$ cat config.mk
export PLATFORM = sky130hd
export DESIGN_NAME = quad_lane_fifo
export DESIGN_NICKNAME = d
export VERILOG_FILES = /design/src/rtl/qlf_pkg.sv /design/src/rtl/qlf_lane.sv /design/src/rtl/qlf_buffer.sv /design/src/rtl/qlf_status.sv /design/src/rtl/quad_lane_fifo.sv
export SDC_FILE = /design/constraint.sdc
export NUM_CORES = 1
export LEC_CHECK = 0
export BUFFER_PORTS_ARGS = -buffer_cell sky130_fd_sc_hd__buf_2
export CORE_ASPECT_RATIO = 1.4
export CORE_MARGIN = 10
export CORE_UTILIZATION = 27
export CTS_BUF_LIST = sky130_fd_sc_hd__clkbuf_2 sky130_fd_sc_hd__clkbuf_4 sky130_fd_sc_hd__clkbuf_8
export CTS_CLUSTER_DIAMETER = 30
export DETAILED_ROUTE_END_ITERATION = 10
export PLACE_DENSITY = 0.51
export SLEW_MARGIN = 0
export SYNTH_ARGS = -nofsm -noshare
export SYNTH_HDL_FRONTEND = slang
export SYNTH_SLANG_ARGS = --single-unit
$ cat constraint.sdc
create_clock -name clk -period 5.28 [get_ports clk]
set_input_delay 1.056 -clock clk [delete_from_list [all_inputs] [get_ports clk]]
set_output_delay 1.056 -clock clk [all_outputs]
set_load 0.05 [all_outputs]
$ cat src/rtl/qlf_pkg.sv
// Package: status bit positions shared by the buffer top and its checker.
// Assumes a 13-bit status word; unused positions stay zero.
package qlf_pkg;
    localparam int STAT_W     = 13;
    localparam int B_TX_TRIG  = 0;
    localparam int B_TX_EMPTY = 1;
    localparam int B_TX_HALF  = 2;
    localparam int B_TX_FULL  = 3;
    localparam int B_RX_TRIG  = 5;
    localparam int B_RX_WORD  = 6;
    localparam int B_RX_HALF  = 7;
    localparam int B_RX_FULL  = 8;
    localparam int B_DONE     = 9;
    localparam int B_RX_BYTE  = 11;
    localparam int B_ILLEGAL  = 12;
endpackage

$ cat src/rtl/qlf_lane.sv
// Module: one byte-wide FIFO lane with a head shown without delay.
// Assumes DEPTH is a power of two so the pointers wrap on their own;
// a push into a full lane or a pop from an empty lane is ignored here.
module qlf_lane #(
    parameter  int DEPTH = 16,
    parameter  int W     = 8,
    localparam int PW    = $clog2(DEPTH),
    localparam int CW    = PW + 1
) (
    input  logic          clk,
    input  logic          rst_n,
    input  logic          push,
    input  logic          pop,
    input  logic [W-1:0]  wdata,
    output logic [W-1:0]  rdata,
    output logic [CW-1:0] level
);
    logic [W-1:0]  mem [DEPTH];
    logic [PW-1:0] wr_ptr;
    logic [PW-1:0] rd_ptr;
    logic          do_push;
    logic          do_pop;

    // Qualify the strobes against the current occupancy.
    always_comb begin
        do_push = push && (level != CW'(DEPTH));
        do_pop  = pop && (level != '0);
    end

    // Storage write; no reset needed for the data array.
    always_ff @(posedge clk) begin
        if (do_push) mem[wr_ptr] <= wdata;
    end

    // Pointer and occupancy bookkeeping.
    always_ff @(posedge clk) begin
        if (!rst_n) begin
            wr_ptr <= '0;
            rd_ptr <= '0;
            level  <= '0;
        end else begin
            if (do_push) wr_ptr <= wr_ptr + PW'(1);
            if (do_pop)  rd_ptr <= rd_ptr + PW'(1);
            case ({do_push, do_pop})
                2'b10:   level <= level + CW'(1);
                2'b01:   level <= level - CW'(1);
                default: level <= level;
            endcase
        end
    end

    // Head of the lane.
    assign rdata = mem[rd_ptr];
endmodule

$ cat src/rtl/qlf_buffer.sv
// Module: LANES parallel byte lanes with a word port (all lanes) and a
// byte port (lane 0). Assumes one producer and one consumer; the word
// strobe wins if both strobes of one side are raised together.
module qlf_buffer #(
    parameter  int LANES = 4,
    parameter  int DEPTH = 16,
    localparam int DW    = 8 * LANES,
    localparam int CW    = $clog2(DEPTH) + 1
) (
    input  logic             clk,
    input  logic             rst_n,
    input  logic             push_word,
    input  logic             push_byte,
    input  logic [DW-1:0]    wdata,
    input  logic             pop_word,
    input  logic             pop_byte,
    output logic [DW-1:0]    rdata,
    output logic [LANES-1:0] lane_full,
    output logic [LANES-1:0] lane_empty,
    output logic [CW-1:0]    lvl0,
    output logic             push_drop,
    output logic             pop_drop
);
    logic [CW-1:0]    lvl [LANES];
    logic             push_w_ok;
    logic             push_b_ok;
    logic             pop_w_ok;
    logic             pop_b_ok;

    // Decide which accesses may proceed and which are dropped.
    always_comb begin
        push_w_ok = push_word && !(|lane_full);
        push_b_ok = push_byte && !push_word && !lane_full[0];
        pop_w_ok  = pop_word && !(|lane_empty);
        pop_b_ok  = pop_byte && !pop_word && !lane_empty[0];
        push_drop = (push_word && (|lane_full)) ||
                    (push_byte && !push_word && lane_full[0]);
        pop_drop  = (pop_word && (|lane_empty)) ||
                    (pop_byte && !pop_word && lane_empty[0]);
    end

    for (genvar g = 0; g < LANES; g++) begin : g_lane
        logic l_push;
        logic l_pop;
        // Lane 0 also serves the byte port.
        if (g == 0) begin : g_byte
            assign l_push = push_w_ok || push_b_ok;
            assign l_pop  = pop_w_ok || pop_b_ok;
        end else begin : g_word
            assign l_push = push_w_ok;
            assign l_pop  = pop_w_ok;
        end

        qlf_lane #(.DEPTH(DEPTH), .W(8)) u_lane (
            .clk   (clk),
            .rst_n (rst_n),
            .push  (l_push),
            .pop   (l_pop),
            .wdata (wdata[8*g +: 8]),
            .rdata (rdata[8*g +: 8]),
            .level (lvl[g])
        );

        assign lane_full[g]  = (lvl[g] == CW'(DEPTH));
        assign lane_empty[g] = (lvl[g] == '0);
    end

    assign lvl0 = lvl[0];
endmodule

$ cat src/rtl/qlf_status.sv
// Module: sticky write-one-to-clear status register with enable mask and
// level interrupt. Assumes set inputs win over a clear in the same cycle.
module qlf_status #(
    parameter int STAT_W = 13
) (
    input  logic              clk,
    input  logic              rst_n,
    input  logic [STAT_W-1:0] set_bits,
    input  logic              clr_we,
    input  logic [STAT_W-1:0] clr_bits,
    input  logic              en_we,
    input  logic [STAT_W-1:0] en_bits,
    output logic [STAT_W-1:0] status,
    output logic              irq
);
    logic [STAT_W-1:0] en_q;
    logic [STAT_W-1:0] clr_mask;

    // Clear mask applies only during a clear write.
    assign clr_mask = clr_we ? clr_bits : '0;

    // Sticky bits: keep, clear on request, then re-set from sources.
    always_ff @(posedge clk) begin
        if (!rst_n) status <= '0;
        else        status <= (status & ~clr_mask) | set_bits;
    end

    // Enable mask register.
    always_ff @(posedge clk) begin
        if (!rst_n)     en_q <= '0;
        else if (en_we) en_q <= en_bits;
    end

    // Level interrupt from registered state only.
    assign irq = |(status & en_q);
endmodule

$ cat src/rtl/quad_lane_fifo.sv
// Module: transmit and receive four-lane buffers with shared sticky status.
// Assumes each side raises at most one of its word/byte strobes per cycle.
module quad_lane_fifo
    import qlf_pkg::*;
#(
    parameter  int LANES   = 4,
    parameter  int DEPTH   = 16,
    parameter  int TX_TRIG = 4,
    parameter  int RX_TRIG = 4,
    localparam int DW      = 8 * LANES,
    localparam int CW      = $clog2(DEPTH) + 1
) (
    input  logic              clk,
    input  logic              rst_n,
    input  logic              tx_wr_word,
    input  logic              tx_wr_byte,
    input  logic [DW-1:0]     tx_wdata,
    input  logic              eng_tx_pop_word,
    input  logic              eng_tx_pop_byte,
    output logic [DW-1:0]     eng_tx_rdata,
    input  logic              eng_rx_push_word,
    input  logic              eng_rx_push_byte,
    input  logic [DW-1:0]     eng_rx_wdata,
    input  logic              rx_rd_word,
    input  logic              rx_rd_byte,
    output logic [DW-1:0]     rx_rdata,
    input  logic              eng_done,
    input  logic              stat_clr_we,
    input  logic [STAT_W-1:0] stat_clr_bits,
    input  logic              irq_en_we,
    input  logic [STAT_W-1:0] irq_en_bits,
    output logic [STAT_W-1:0] status,
    output logic              irq
);
    logic [LANES-1:0]  tx_lane_full;
    logic [LANES-1:0]  tx_lane_empty;
    logic [LANES-1:0]  rx_lane_full;
    logic [LANES-1:0]  rx_lane_empty;
    logic [CW-1:0]     tx_lvl0;
    logic [CW-1:0]     rx_lvl0;
    logic              tx_push_drop;
    logic              tx_pop_drop;
    logic              rx_push_drop;
    logic              rx_pop_drop;
    logic              rx_word_avail;
    logic [STAT_W-1:0] set_bits;

    // Host-to-engine buffer.
    qlf_buffer #(.LANES(LANES), .DEPTH(DEPTH)) u_tx (
        .clk        (clk),
        .rst_n      (rst_n),
        .push_word  (tx_wr_word),
        .push_byte  (tx_wr_byte),
        .wdata      (tx_wdata),
        .pop_word   (eng_tx_pop_word),
        .pop_byte   (eng_tx_pop_byte),
        .rdata      (eng_tx_rdata),
        .lane_full  (tx_lane_full),
        .lane_empty (tx_lane_empty),
        .lvl0       (tx_lvl0),
        .push_drop  (tx_push_drop),
        .pop_drop   (tx_pop_drop)
    );

    // Engine-to-host buffer.
    qlf_buffer #(.LANES(LANES), .DEPTH(DEPTH)) u_rx (
        .clk        (clk),
        .rst_n      (rst_n),
        .push_word  (eng_rx_push_word),
        .push_byte  (eng_rx_push_byte),
        .wdata      (eng_rx_wdata),
        .pop_word   (rx_rd_word),
        .pop_byte   (rx_rd_byte),
        .rdata      (rx_rdata),
        .lane_full  (rx_lane_full),
        .lane_empty (rx_lane_empty),
        .lvl0       (rx_lvl0),
        .push_drop  (rx_push_drop),
        .pop_drop   (rx_pop_drop)
    );

    assign rx_word_avail = ~(|rx_lane_empty);

    // Gather level conditions and one-cycle events into set requests.
    always_comb begin
        set_bits             = '0;
        set_bits[B_TX_TRIG]  = (tx_lvl0 <= CW'(TX_TRIG));
        set_bits[B_TX_EMPTY] = &tx_lane_empty;
        set_bits[B_TX_HALF]  = (tx_lvl0 >= CW'(DEPTH / 2));
        set_bits[B_TX_FULL]  = |tx_lane_full;
        set_bits[B_RX_TRIG]  = (rx_lvl0 >= CW'(RX_TRIG));
        set_bits[B_RX_WORD]  = rx_word_avail;
        set_bits[B_RX_HALF]  = (rx_lvl0 >= CW'(DEPTH / 2));
        set_bits[B_RX_FULL]  = |rx_lane_full;
        set_bits[B_DONE]     = eng_done;
        set_bits[B_RX_BYTE]  = !rx_lane_empty[0];
        set_bits[B_ILLEGAL]  = tx_push_drop | tx_pop_drop |
                               rx_push_drop | rx_pop_drop;
    end

    // Status, mask and interrupt.
    qlf_status #(.STAT_W(STAT_W)) u_stat (
        .clk      (clk),
        .rst_n    (rst_n),
        .set_bits (set_bits),
        .clr_we   (stat_clr_we),
        .clr_bits (stat_clr_bits),
        .en_we    (irq_en_we),
        .en_bits  (irq_en_bits),
        .status   (status),
        .irq      (irq)
    );
endmodule

==> metrics.txt <==
outcome complete, no violations; vias in the first global route about 25000; final worst setup slack 0.824 ns; pwr dens 416 nW/um^2; Non-Filler Instances between 5000 and 6000; share of layout cells above drive strength 1 0.331; DIE WIDTH around 370 um; Startpoint Class flop; fmax 224 MHz; Worst-path clk slew 0.06 ns; Arrival @ worst endpoint 3.40 ns; Buf+Inv Stages, Crit Path 2; clk_lat worst skew 0.96 ns; Final period util 0.844; Post-Syn Area 46900 um^2; Max rail drop VDD between 0.0002 and 0.0003 V; CTS tree built; maxcap violations 0; synth warn 0; Cells after Synth 2458; CTS Buf Count 235; RSZ-0062 raised after global routing no; IO Pins 181; asr flop ratio synth 0; worst-case reg-to-reg path depth 13; DIE AREA 191000 um^2; # Post-CTS Setup Buffers 0; Synth area leaders edfxtp_1 66%, mux4_2 15%, dfxtp_1 6.9%; placer's final routability congestion estimate 0.722; ys flop type edfxtp_1; Overflow after GRT 0; pre-CTS setup slack 1.64 ns; first-pass GRT wire length about 160000 um; Vias/cell 4.40; crit path cell chain buf_4 > mux4_2 > mux4_2 > buf_2; Synth top area share 0.656; CP delay by family, top multiplexers; clock skew 0.0631 ns; synth unique cells 61; Hold Slack 0.261 ns; CTS sink count 1186; initial antenna violation count 24; CTS Root Cell clkbuf_8; area grow syn2layout 19.4%; Die Span Y 513 um; count leader, synth edfxtp_1; hold path cells 2; IO buf count 180; Final min period 4.46 ns; register area share after synthesis 0.725; DRT Pass-1 Iters 7; routed vias 23230; Tot GR Track Use 0.113; placed insts 4833; Hold Buf Count CTS 0; post-CTS sizing 0; Slowest cell on crit path dfxtp_2; final setup TNS 0 ns; Iteration-0 DRC Markers 1296; worst hold path type in -> reg; Routed WL per cell 20.3 um; leakage 0.0182 uW; largest net degree at the start of global routing 95; Mean Syn Cell Area 19.1 um^2; cell depth of the worst setup path 4; Detailed Route WL roughly 110000 um; Antenna Nets Post-Route 0; syn nets roughly 2600; Initial Utilization 0.272; Crit Path Class reg -> out; hold violation count in the final report 0; max_slew headroom 0.164; Worst EP required 4.22 ns; pins over their slew limit 0; crit path max fanout 22; most frequent CP cell mux4_2; Post-DP HPWL slightly above 70000 um; Synth Register Bits 1186; worst-margin pin slew between 1 and 1.5 ns; Nets 2973; final setup violating endpoints 0; htree depth 4; Setup crit end kind output port; FP Rows between 150 and 200; CP max stage delay 0.59 ns; Yosys top cell by area edfxtp_1; EDFF count, synth 1024; synth cell count leaders 1024 x edfxtp_1, 320 x mux4_2, 209 x nor2_1, 162 x dfxtp_1, 82 x nand2_1; clock buffer depth 3; DRC Markers 0; CORE AREA 172000 um^2
## cell usage in the layout, fill, tap and decap left out, types with 5 or more instances in the layout
master,instances
a21o_1,8
a21oi_1,56
a22oi_1,7
and2_1,36
and3_1,21
buf_2,180
buf_4,45
bufinv_16,28
clkbuf_4,34
clkbuf_8,250
clkinv_1,24
clkinv_2,47
clkinv_4,14
clkinvlp_4,26
dfxtp_1,154
dfxtp_2,8
edfxtp_1,1024
fa_1,6
ha_1,69
inv_1,53
inv_16,5
inv_6,11
mux2i_1,29
mux4_2,320
nand2_1,82
nand2b_1,15
nand3_1,16
nand4_1,16
nor2_1,209
nor2b_1,11
nor3_1,33
nor4_1,9
o21ai_0,12
or3_1,7
xnor2_1,21
xor2_1,51
## flip-flops by register name, indices dropped and copies added (netlist names), named ones only
name	flops
u_rx.g_lane.u_lane.rd_ptr	16
u_rx.g_lane.u_lane.level	20
u_tx.g_lane.u_lane.wr_ptr	16
u_stat.status	13
u_tx.g_lane.u_lane.mem	512
u_rx.g_lane.u_lane.wr_ptr	16
u_tx.g_lane.u_lane.rd_ptr	16
u_stat.en_q	13
u_rx.g_lane.u_lane.mem	512
u_tx.g_lane.u_lane.level	20
## worst paths after layout
| path | start | end | slack (ns) |
|---|---|---|---|
| setup / recovery | flop | eng_tx_rdata[3] | 0.82 |
| hold / removal | stat_clr_bits[10] | u_stat.status[10]$_SDFF_PN0_ | 0.26 |
| setup reg to reg | u_tx.g_lane[2].u_lane.level[0]$_SDFFE_PN0P_ | u_tx.g_lane[3].u_lane.level[4]$_SDFFE_PN0P_ | 1.85 |
| hold reg to reg | u_stat.status[4]$_SDFF_PN0_ | u_stat.status[4]$_SDFF_PN0_ | 0.46 |
## routing by layer
| layer | global-route usage | routed length (um) | vias up |
|---|---|---|---|
| met3 | 0.0327 | 6640 | 217 |
| met2 | 0.194 | 54700 | 570 |
| li1 | - | - | 10549 |
| met5 | 0 | 98 | - |
| met4 | 0.0407 | 2690 | 14 |
| met1 | 0.132 | 43100 | 11880 |
## metrics by stage
step / util / cell area, um^2 / power, uW
6_report: 0.325 / 56000 / 23300
3_5_place_dp: 0.293 / 50500 / 13000
2_1_floorplan: - / 46900 / 12300
3_3_place_gp: 0.293 / 50500 / 13000
5_1_grt: 0.325 / 55900 / 24300
4_1_cts: 0.325 / 55900 / 23700
## cells by family (layout without fill, tap and decap cells)
family                   count (synthesis)  in the layout  synth area share
adder cells (fa/ha/maj)                 75             75            0.0210
AND/OR/NAND/NOR                        479            479            0.0484
XOR/XNOR                                72             72            0.0135
other                                    0              4                 0
multiplexers                           349            349             0.160
flip-flops                            1186           1186             0.725
buffers and inverters                  182            726            0.0164
AO/OA/AOI/OAI                          115            115            0.0159
## where the power goes
group | leakage (uW) | switching (uW) | internal [uW]
clock network | 0.00277 | 4340 | 6150
registers | 0.0106 | 222 | 10400
logic | 0.00486 | 1340 | 784
total | 0.0182 | 5900 | 17400
## cell type report
type	count	area, um^2
flip-flops and latches	1186	34000
repair buffers	226	1260
multi-input cells	1090	12200
inverters	56	218
fillers	16564	116000
diodes	4	10.0
well taps	2275	2850
clock buffers	284	3700
clock inverters	160	1770
Power figures use the tool's default switching activity.
